==> config.mk <==
export PLATFORM = sky130hd
export DESIGN_NAME = bat_xlate
export DESIGN_NICKNAME = d
export VERILOG_FILES = /design/src/rtl/bat_pkg.sv /design/src/rtl/bat_bank.sv /design/src/rtl/bat_entry_eval.sv /design/src/rtl/bat_xlate.sv
export SDC_FILE = /design/constraint.sdc
export NUM_CORES = 1
export LEC_CHECK = 0
export ABC_CLOCK_PERIOD_IN_PS = 3500
export BUFFER_PORTS_ARGS = -buffer_cell sky130_fd_sc_hd__buf_2
export CAP_MARGIN = 10
export CORE_UTILIZATION = 59
export DETAILED_ROUTE_END_ITERATION = 10
export PLACE_DENSITY = 0.77
export SYNTH_ARGS = -nofsm -noshare
export SYNTH_HDL_FRONTEND = slang
export SYNTH_SLANG_ARGS = --single-unit
export TNS_END_PERCENT = 10
==> constraint.sdc <==
create_clock -name clk -period 3.5 [get_ports clk]
set_input_delay 0.7 -clock clk [delete_from_list [all_inputs] [get_ports clk]]
set_output_delay 0.7 -clock clk [all_outputs]
set_load 0.05 [all_outputs]
==> src/rtl/bat_pkg.sv <==
package bat_pkg;

    localparam int unsigned WORD_W = 32;

    typedef enum logic [1:0] {
        KIND_FETCH = 2'd0,
        KIND_READ  = 2'd1,
        KIND_WRITE = 2'd2,
        KIND_READ2 = 2'd3
    } kind_e;

    typedef enum logic [1:0] {
        RES_MISS  = 2'd0,
        RES_GRANT = 2'd1,
        RES_FAULT = 2'd2
    } result_e;

    typedef struct packed {
        logic r;
        logic w;
        logic x;
    } perm_t;

    typedef struct packed {
        logic [WORD_W-1:0] pa;
        perm_t             perm;
    } xlate_t;

    // Grant set implied by a two-bit protection code.
    function automatic perm_t prot_decode(input logic [1:0] code);
        perm_t p;
        p.r = (code != 2'd0);
        p.x = (code != 2'd0);
        p.w = (code == 2'd2);
        return p;
    endfunction

    // Does the grant set allow the requested kind of access?
    function automatic logic perm_allows(input perm_t p, input kind_e k);
        logic ok;
        case (k)
            KIND_FETCH: ok = p.x;
            KIND_WRITE: ok = p.w;
            default:    ok = p.r;
        endcase
        return ok;
    endfunction

endpackage

==> src/rtl/bat_bank.sv <==
module bat_bank #(
    parameter int unsigned ENTRIES = 4,
    localparam int unsigned IDX_W  = (ENTRIES > 1) ? $clog2(ENTRIES) : 1
) (
    input  logic                         clk,
    input  logic                         rst,
    input  logic                         wr_en,
    input  logic                         wr_upper,
    input  logic [IDX_W-1:0]             wr_idx,
    input  logic [31:0]                  wr_data,
    output logic [ENTRIES-1:0][31:0]     upper_q,
    output logic [ENTRIES-1:0][31:0]     lower_q
);
    for (genvar i = 0; i < ENTRIES; i++) begin : g_ent
        always_ff @(posedge clk) begin
            if (rst) begin
                upper_q[i] <= '0;
                lower_q[i] <= '0;
            end else if (wr_en && (wr_idx == IDX_W'(i))) begin
                if (wr_upper) upper_q[i] <= wr_data;
                else          lower_q[i] <= wr_data;
            end
        end
    end
endmodule

==> src/rtl/bat_entry_eval.sv <==
module bat_entry_eval
    import bat_pkg::*;
(
    input  logic [31:0] upper,
    input  logic [31:0] lower,
    input  logic [31:0] ea,
    input  logic        user,
    output logic        hit,
    output xlate_t      xl
);
    logic [10:0] len_mask;
    logic        addr_match;
    logic        enabled;

    always_comb begin
        len_mask   = upper[12:2];
        addr_match = (ea[31:28] == upper[31:28]) &&
                     ((ea[27:17] & ~len_mask) == upper[27:17]);
        enabled    = user ? upper[0] : upper[1];
        hit        = addr_match && enabled;
        xl.pa      = {lower[31:28], (ea[27:17] & len_mask) | lower[27:17], ea[16:0]};
        xl.perm    = prot_decode(lower[1:0]);
    end
endmodule

==> src/rtl/bat_xlate.sv <==
module bat_xlate
    import bat_pkg::*;
#(
    parameter int unsigned ENTRIES = 4,
    localparam int unsigned IDX_W  = (ENTRIES > 1) ? $clog2(ENTRIES) : 1
) (
    input  logic             clk,
    input  logic             rst,
    input  logic             wr_en,
    input  logic             wr_instr,
    input  logic             wr_upper,
    input  logic [IDX_W-1:0] wr_idx,
    input  logic [31:0]      wr_data,
    input  logic             req,
    input  logic [31:0]      req_ea,
    input  logic [1:0]       req_kind,
    input  logic             req_user,
    output logic             done,
    output logic [1:0]       result,
    output logic [31:0]      pa,
    output logic             perm_r,
    output logic             perm_w,
    output logic             perm_x
);
    localparam int unsigned BANKS = 2; // 0 data, 1 instruction

    logic [BANKS-1:0][ENTRIES-1:0][31:0] up_q;
    logic [BANKS-1:0][ENTRIES-1:0][31:0] lo_q;

    for (genvar b = 0; b < BANKS; b++) begin : g_bank
        bat_bank #(.ENTRIES(ENTRIES)) u_bank (
            .clk      (clk),
            .rst      (rst),
            .wr_en    (wr_en && (wr_instr == (b == 1))),
            .wr_upper (wr_upper),
            .wr_idx   (wr_idx),
            .wr_data  (wr_data),
            .upper_q  (up_q[b]),
            .lower_q  (lo_q[b])
        );
    end

    kind_e kind;
    logic  use_instr;
    assign kind      = kind_e'(req_kind);
    assign use_instr = (kind == KIND_FETCH);

    logic   [ENTRIES-1:0] ent_hit;
    xlate_t               ent_xl [ENTRIES];

    for (genvar i = 0; i < ENTRIES; i++) begin : g_eval
        bat_entry_eval u_eval (
            .upper (use_instr ? up_q[1][i] : up_q[0][i]),
            .lower (use_instr ? lo_q[1][i] : lo_q[0][i]),
            .ea    (req_ea),
            .user  (req_user),
            .hit   (ent_hit[i]),
            .xl    (ent_xl[i])
        );
    end

    // Lowest-numbered qualifying entry wins.
    logic    any_hit;
    xlate_t  win_xl;
    result_e res_d;

    always_comb begin
        any_hit = 1'b0;
        win_xl  = '0;
        for (int i = ENTRIES - 1; i >= 0; i--) begin
            if (ent_hit[i]) begin
                any_hit = 1'b1;
                win_xl  = ent_xl[i];
            end
        end
        if (!any_hit)                        res_d = RES_MISS;
        else if (perm_allows(win_xl.perm, kind)) res_d = RES_GRANT;
        else                                 res_d = RES_FAULT;
    end

    xlate_t out_q;

    always_ff @(posedge clk) begin
        if (rst) begin
            done   <= 1'b0;
            result <= RES_MISS;
            out_q  <= '0;
        end else begin
            done <= req;
            if (req) begin
                result <= res_d;
                out_q  <= win_xl;
            end
        end
    end

    assign pa     = out_q.pa;
    assign perm_r = out_q.perm.r;
    assign perm_w = out_q.perm.w;
    assign perm_x = out_q.perm.x;
endmodule

==> Implementation_results.wiki, run 1 <==
{| class="wikitable"
! Metric !! Value
|-
| Run status || finished clean
|-
| Static leakage || around 7.3 nW
|-
| Growth of design area from synthesis to finish || 12.9%
|-
| Total power per unit cell area || ~470 nW/um^2
|-
| Antenna violations before repair || 3
|-
| Clock network fraction of total power || approximately 44%
|-
| Final std cells w/o fill || between 2000 and 3000
|-
| Critical path data required time || between 3 and 4 ns
|-
| Crit-path max cell delay || around 0.60 ns
|-
| Reg-to-Reg Start || g_bank[1].u_bank.upper_q[55]
|-
| Highest-delay cell along the critical path || sky130_fd_sc_hd__or4_1
|-
| Number of instances in the placed design || between 2000 and 3000
|-
| Highest clock frequency the design can meet || just over 300 MHz
|-
| Number of search-and-repair iterations in the first detailed-routing pass || 6
|-
| Setup Skew || about 0.024 ns
|-
| Worst Path Max Fanout || 19
|-
| Actual transition at the worst max-transition pin || around 1.0 ns
|-
| Share of total power consumed by net switching || 25.0%
|-
| Net load switching power || 2.43 mW
|-
| Maximum clock insertion buffer count || 3
|-
| Violation count after the first detailed-routing iteration || 2322
|-
| Power share of the combinational group || around 8.7%
|-
| Placement-stage worst setup slack || -0.391 ns
|-
| Number of vias per cell || approximately 6
|-
| Headroom to the max-slew limit || 29.8%
|-
| Most common cell on crit path || sky130_fd_sc_hd__or4_1
|-
| Origin of the worst setup path || req_kind[1]
|-
| Pin count of the biggest net entering global routing || 134
|-
| Remaining DRCs || 0
|-
| Pint || between 7 and 8 mW
|-
| Cell area after layout || around 21000 um^2
|-
| Post-route worst setup slack || ~0.21 ns
|-
| Unrepaired setup endpoints after global routing || false
|-
| Share of synthesized registers carrying an async set or reset || 0%
|-
| Worst hold-check path type || in -> reg
|-
| Die area || 31700 um^2
|-
| Arr. time, crit path || between 3 and 4 ns
|-
| Wire length after detailed routing || 62100 um
|-
| Post-synthesis area per instance || around 7.3 um^2
|-
| Maximum resistive drop on vdd || 0.000347 V
|-
| Via count of the first global-routing pass || ~16000
|-
| CTS clk-pin slew, worst paths || approximately 0.060 ns
|-
| Half-perimeter wire length after detailed placement || a little over 40000 um
|-
| Capture point of the worst reg-to-reg path || pa[22]
|-
| Height of the die || around 180 um
|-
| Startpoint-to-endpoint class of the critical path || in -> reg
|-
| Total nets after synthesis || between 2000 and 3000
|-
| Distinct cell type count after synthesis || 65
|-
| Routed vias || around 18000
|-
| Post-place instance area || a little under 20000 um^2
|-
| Std cell rows || 64
|-
| Total Power || 9.74 mW
|-
| TritonCTS clock tree || built
|-
| Post-CTS Setup Inserts || 0
|-
| First-pass GRT wire length || approximately 90000 um
|-
| Setup violators final || 0
|-
| CTS buffer count || 41
|-
| Post-route setup TNS || 0 ns
|-
| Per-cell routed wire length || 21.0 um
|-
| Final worst path period need || 3.29 ns
|-
| MaxCap Viol Count || 0
|-
| Sequential share of power || 47.3%
|-
| Fraction of final layout cells with drive strength greater than 1 || a little under an eighth
|-
| Number of nets in the layout || ~2600
|-
| Instance count of the mapped netlist || around 2500
|-
| Area of the mapped netlist || between 15000 and 20000 um^2
|-
| Last weighted congestion value of the routability-driven placer || approximately 0.94
|-
| CTS Hold Buffers Added || 0
|-
| Core occupancy in the finished layout || roughly 68%
|-
| Io pins || around 110
|-
| Dominant synthesized flop cell || sky130_fd_sc_hd__dfxtp_1
|-
| Number of port buffers || 108
|-
| Initial Util || about three fifths
|-
| Count of cells resized by post-cts repair || 0
|-
| Series of cell instances along the critical path || buf_2 > or2_4 > nor3_1 > o21a_1 > or4_1 > nor3_2 > buf_4 > nand2_1 > or4_1 > o311ai_1 > o21ai_1
|-
| Horizontal die dimension || ~180 um
|-
| Final Cycle Share || about 94%
|-
| Element type at the critical path end || flop
|-
| Post-synthesis sequential area ratio || 43.5%
|-
| Number of cells traversed by the worst register-to-register path || 9
|-
| Count of flip-flops with a built-in enable after synthesis || 0
|-
| Global-route usage over all layers || about two fifths
|-
| CORE AREA || slightly above 30000 um^2
|-
| Yosys warns || 0
|-
| Worst-case register-to-register setup slack || 0.55 ns
|-
| Later-pin clock latency in the skew report || approximately 0.54 ns
|-
| Critical Path Source Type || input port
|-
| Flip-flop and latch count after synthesis || ~400
|-
| Number of max-slew violations in the final report || 0
|-
| Total grt overflow || 0
|-
| Critical Path Sink || pa[22]
|-
| Final hold violation count || 0
|-
| Hold WS || ~0.38 ns
|-
| # clock sinks || around 400
|-
| H-tree Lvls || 2
|-
| Root cell of the clock tree || sky130_fd_sc_hd__clkbuf_16
|-
| Final antenna-violating net count || 0
|}
sequential cells by signal (all words and copies together) (netlist names):
| signal | flops |
|---|---|
| pa | 32 |
| result | 2 |
| g_bank.u_bank.upper_q | 224 |
| perm_w | 1 |
| done | 1 |
| perm_r | 1 |
| g_bank.u_bank.lower_q | 136 |
layer usage:
metal  up-vias  track usage (%)  part of all wire [%]
li1       8306                -                     -
met1      8435             52.4                    38
met2      1040             57.9                    43
met3       172             8.31                    14
met4         2             19.1                   5.5
met5         -                0                 0.072
placed cells by master, fill, tap and decap left out, types with 6 or more instances in the layout:
master,n
sky130_fd_sc_hd__o21ai_0,12
sky130_fd_sc_hd__o22a_1,10
sky130_fd_sc_hd__o221ai_1,9
sky130_fd_sc_hd__nand2b_1,30
sky130_fd_sc_hd__a21oi_1,402
sky130_fd_sc_hd__clkbuf_8,8
sky130_fd_sc_hd__clkbuf_16,43
sky130_fd_sc_hd__dfxtp_1,397
sky130_fd_sc_hd__or3_1,10
sky130_fd_sc_hd__nand3_1,26
sky130_fd_sc_hd__buf_2,107
sky130_fd_sc_hd__o21a_1,6
sky130_fd_sc_hd__mux2i_1,42
sky130_fd_sc_hd__buf_4,81
sky130_fd_sc_hd__nand4_1,17
sky130_fd_sc_hd__nor2b_1,61
sky130_fd_sc_hd__inv_1,15
sky130_fd_sc_hd__o2111ai_1,12
sky130_fd_sc_hd__nor2_2,8
sky130_fd_sc_hd__o22ai_1,16
sky130_fd_sc_hd__nand2_1,834
sky130_fd_sc_hd__clkbuf_1,13
sky130_fd_sc_hd__xnor2_1,84
sky130_fd_sc_hd__nand3b_1,6
sky130_fd_sc_hd__xor2_1,13
sky130_fd_sc_hd__o31ai_1,14
sky130_fd_sc_hd__a211oi_1,8
sky130_fd_sc_hd__nor3_2,6
sky130_fd_sc_hd__nor3_1,24
sky130_fd_sc_hd__or4_1,9
sky130_fd_sc_hd__buf_12,7
sky130_fd_sc_hd__nor2_1,145
sky130_fd_sc_hd__nor4_1,7
worst max-delay path, delay by kind of cell:
family	cells	cell delay (ns)
simple gates	6	2.21
compound gates	3	0.44
buf+inv	2	0.36
worst min path at each step:
stage                                           start                          end  slack [ns]  cells after the start
final                                      req_ea[12]                       pa[12]        0.38                      3
after global routing                        req_ea[0]                        pa[0]        0.39                      3
after CTS                                  req_ea[10]                       pa[10]        0.37                      3
after detailed placement                       pa[19]                       pa[19]        0.43                      2
after global placement                         pa[17]                       pa[17]        0.42                      2
after floorplan           g_bank[1].u_bank.upper_q[7]  g_bank[1].u_bank.upper_q[7]        0.43                      2
synthesized netlist by cell type, types with 16 or more instances:
| master | n | area [um^2] |
|---|---|---|
| sky130_fd_sc_hd__o22ai_1 | 16 | 100 |
| sky130_fd_sc_hd__clkbuf_1 | 163 | 612 |
| sky130_fd_sc_hd__dfxtp_1 | 397 | 7950 |
| sky130_fd_sc_hd__nand4_1 | 17 | 106 |
| sky130_fd_sc_hd__nand3_1 | 26 | 130 |
| sky130_fd_sc_hd__a21oi_1 | 402 | 2010 |
| sky130_fd_sc_hd__nand2_1 | 834 | 3130 |
| sky130_fd_sc_hd__nor3_1 | 29 | 145 |
| sky130_fd_sc_hd__nor2_1 | 154 | 578 |
| sky130_fd_sc_hd__nand2b_1 | 30 | 188 |
| sky130_fd_sc_hd__xnor2_1 | 84 | 736 |
| sky130_fd_sc_hd__nor2b_1 | 61 | 382 |
| sky130_fd_sc_hd__mux2i_1 | 42 | 420 |
cell type report:
cell class              instances  area (um^2)
diodes                          3         7.51
clock buffers                  64         1230
clock inverters                 6         58.8
fillers                      2540         9860
inverters                      15         56.3
multi-input cells            1882         9550
flip-flops and latches        397         7950
well taps                     396          495
repair buffers                196         1300
logic make-up (layout without fill, tap and decap cells):
logic type,count (synthesis),after routing,synth area share [%]
and+or+nand+nor,1215,1215,28.4
other,0,3,0
xor gates and xnor gates,97,97,4.65
buffers and inverters,211,281,4.68
DFF,397,397,43.5
AOI/OAI and AO/OA,526,526,16.3
muxes,44,44,2.55
power by group through the flow:
| stage | Clock [mW] | Combinational (mW) | Sequential, mW |
|---|---|---|---|
| 3_5_place_dp | 0 | 0.815 | 4.71 |
| 4_1_cts | 4.30 | 0.819 | 4.61 |
| 6_report | 4.28 | 0.848 | 4.61 |
| 5_1_grt | 4.49 | 0.885 | 4.61 |
| 3_3_place_gp | 0 | 0.802 | 4.71 |
| 2_1_floorplan | 0 | 0.506 | 4.71 |
Power figures use the tool's default switching activity.
==> run 2, diff against run 1 <==
ABC_CLOCK_PERIOD_IN_PS = 3400   (was 3500)
clock period = 3.4 ns   (was 3.5 ns; I/O delays follow)
==> run 2 against run 1 <==
  * Sequential cell count unchanged
  * Hold slack lost 0.0060 ns
  * Die area did not move
  * Sequential power rose by 3%
  * Non-clock buffer count up 15
  * Worst setup slack better by 0.040 ns
  * Clock skew down 0.012 ns
  * Largest power group is now the clock network
  * Highest routed layer unchanged
==> Implementation_results.wiki, run 2 (synthesized netlist as in run 1, its figures left out) <==
{| class="wikitable"
! Metric !! Value
|-
| Largest register FFs || between 200 and 250
|-
| Std cell rows || 64
|-
| Biggest register || g_bank.u_bank.upper_q
|-
| Growth of design area from synthesis to finish || 14.2%
|-
| Post-CTS Setup Inserts || 0
|-
| # clock sinks || about 400
|-
| Io pins || approximately 110
|-
| TritonCTS clock tree || built
|-
| Startpoint-to-endpoint class of the critical path || in -> reg
|-
| Worst hold-check path type || in -> reg
|-
| Post-place instance area || between 15000 and 20000 um^2
|-
| CTS clk-pin slew, worst paths || 0.06 ns
|-
| Root cell of the clock tree || sky130_fd_sc_hd__clkbuf_16
|-
| Half-perimeter wire length after detailed placement || between 40000 and 50000 um
|-
| Most common cell after layout, fill and taps aside || sky130_fd_sc_hd__nand2_1
|-
| Final hold violation count || 0
|-
| Hold WS || between 0.3 and 0.4 ns
|-
| H-tree Lvls || 2
|-
| Pin count of the biggest net entering global routing || 201
|-
| Number of nets in the layout || between 2000 and 3000
|-
| Number of port buffers || around 110
|-
| Arr. time, crit path || roughly 3.5 ns
|-
| Global-route usage over all layers || around two fifths
|-
| CORE AREA || 30500 um^2
|-
| Maximum resistive drop on vdd || approximately 0.0004 V
|-
| Post-route setup TNS || 0 ns
|-
| Headroom to the max-slew limit || between 20 and 25%
|-
| Total grt overflow || 0
|-
| Static leakage || 7.40 nW
|-
| Worst Path Max Fanout || 21
|-
| Core occupancy in the finished layout || 68.5%
|-
| Wire length after detailed routing || between 60000 and 70000 um
|-
| Per-cell routed wire length || 21.0 um
|-
| Violation count after the first detailed-routing iteration || approximately 2400
|-
| Later-pin clock latency in the skew report || ~0.53 ns
|-
| Setup violators final || 0
|-
| Number of instances in the placed design || slightly below 3000
|-
| Antenna violations before repair || 5
|-
| Net load switching power || about 2.6 mW
|-
| Element type at the critical path end || flop
|-
| Height of the die || around 180 um
|-
| Critical path data required time || 3.79 ns
|-
| Fill cell instance count of the final layout || 2551
|-
| Final Cycle Share || between 90% and 100%
|-
| Critical Path Source Type || input port
|-
| Highest clock frequency the design can meet || 318 MHz
|-
| Count of cells resized by post-cts repair || 0
|-
| Combined flip-flop and latch cell area || around 7900 um^2
|-
| Number of search-and-repair iterations in the first detailed-routing pass || 5
|-
| Share of total power consumed by net switching || 24.6%
|-
| CTS Hold Buffers Added || 0
|-
| Total power per unit cell area || about 500 nW/um^2
|-
| Sequential share of power || a little under half
|-
| Fraction of final layout cells with drive strength greater than 1 || 12.1%
|-
| MaxCap Viol Count || 0
|-
| First-pass GRT wire length || roughly 93000 um
|-
| Setup Skew || around 0.012 ns
|-
| Unrepaired setup endpoints after global routing || false
|-
| Remaining DRCs || 0
|-
| Cell area after layout || 20900 um^2
|-
| Area used by multi-input combinational logic || ~9500 um^2
|-
| Via count of the first global-routing pass || between 15000 and 20000
|-
| Actual transition at the worst max-transition pin || about 1.2 ns
|-
| Number of max-slew violations in the final report || 0
|-
| Final antenna-violating net count || 0
|-
| Die area || about 32000 um^2
|-
| Number of vias per cell || about 6.1
|-
| Routed vias || roughly 18000
|-
| Horizontal die dimension || ~180 um
|-
| Most used cells in the layout excluding fill and tap cells || 834 x sky130_fd_sc_hd__nand2_1, 402 x sky130_fd_sc_hd__a21oi_1, 397 x sky130_fd_sc_hd__dfxtp_1, 145 x sky130_fd_sc_hd__nor2_1, 107 x sky130_fd_sc_hd__buf_2
|-
| Final worst path period need || about 3.1 ns
|-
| CTS buffer count || between 40 and 50
|-
| Run status || finished clean
|-
| Last weighted congestion value of the routability-driven placer || about 0.97
|-
| Clock network fraction of total power || ~46%
|-
| Power share of the combinational group || 8.5%
|-
| Pint || around 7.9 mW
|-
| Maximum clock insertion buffer count || 3
|-
| Final std cells w/o fill || a little under 3000
|-
| Initial Util || between 50% and 60%
|}
==> run 2: critical path, stage by stage <==
cell and delay, ns:
sky130_fd_sc_hd__buf_2 0.15, sky130_fd_sc_hd__or2_4 0.36, sky130_fd_sc_hd__buf_4 0.23, sky130_fd_sc_hd__nand2_1 0.08
sky130_fd_sc_hd__a311oi_1 0.44, sky130_fd_sc_hd__nor4_1 0.12, sky130_fd_sc_hd__and4_1 0.30, sky130_fd_sc_hd__and2_1 0.26
sky130_fd_sc_hd__o41a_1 0.51, sky130_fd_sc_hd__buf_12 0.18, sky130_fd_sc_hd__a21oi_1 0.15, sky130_fd_sc_hd__nor2_1 0.05
==> run 2: final timing paths <==
kind,from,end,slack (ns),depth (start not counted)
setup / recovery,req_kind[1],pa[7],0.25,12
hold / removal,req_ea[11],pa[11],0.38,3
hold reg to reg,pa[17],pa[17],0.43,2
setup reg to reg,g_bank[1].u_bank.upper_q[107],pa[23],0.48,11
==> run 2: power by group through the flow <==
stage          clock network [mW]  registers [mW]  logic [mW]
6_report                     4.78            4.75       0.887
5_1_grt                      4.97            4.75       0.926
3_3_place_gp                    0            4.84       0.839
4_1_cts                      4.79            4.74       0.856
3_5_place_dp                    0            4.85       0.851
2_1_floorplan                   0            4.85       0.521
==> run 2: cell type report <==
type                    count  share of cell area [%]
well taps                 396                    2.37
diodes                      4                  0.0479
flip-flops and latches    397                    38.1
clock inverters            15                    1.10
repair buffers            211                    6.82
multi-input cells        1882                    45.7
inverters                  15                   0.270
clock buffers              56                    5.66
==> run 2: metal layers <==
layer	vias to the layer above	GRT usage (%)	share of wire, %
met5	-	0	0.022
met4	2	22.9	6.4
met3	205	7.10	12
met2	1091	57.9	42
met1	8542	52.9	39
li1	8331	-	-
==> run 2: per-stage QoR <==
| step | worst slack (ns) | total power [mW] |
|---|---|---|
| 2_1_floorplan | 0.286 | 5.37 |
| 3_3_place_gp | -0.214 | 5.68 |
| 3_5_place_dp | -0.216 | 5.70 |
| 4_1_cts | 0.326 | 10.4 |
| 5_1_grt | 0.0584 | 10.6 |
| 6_report | 0.253 | 10.4 |
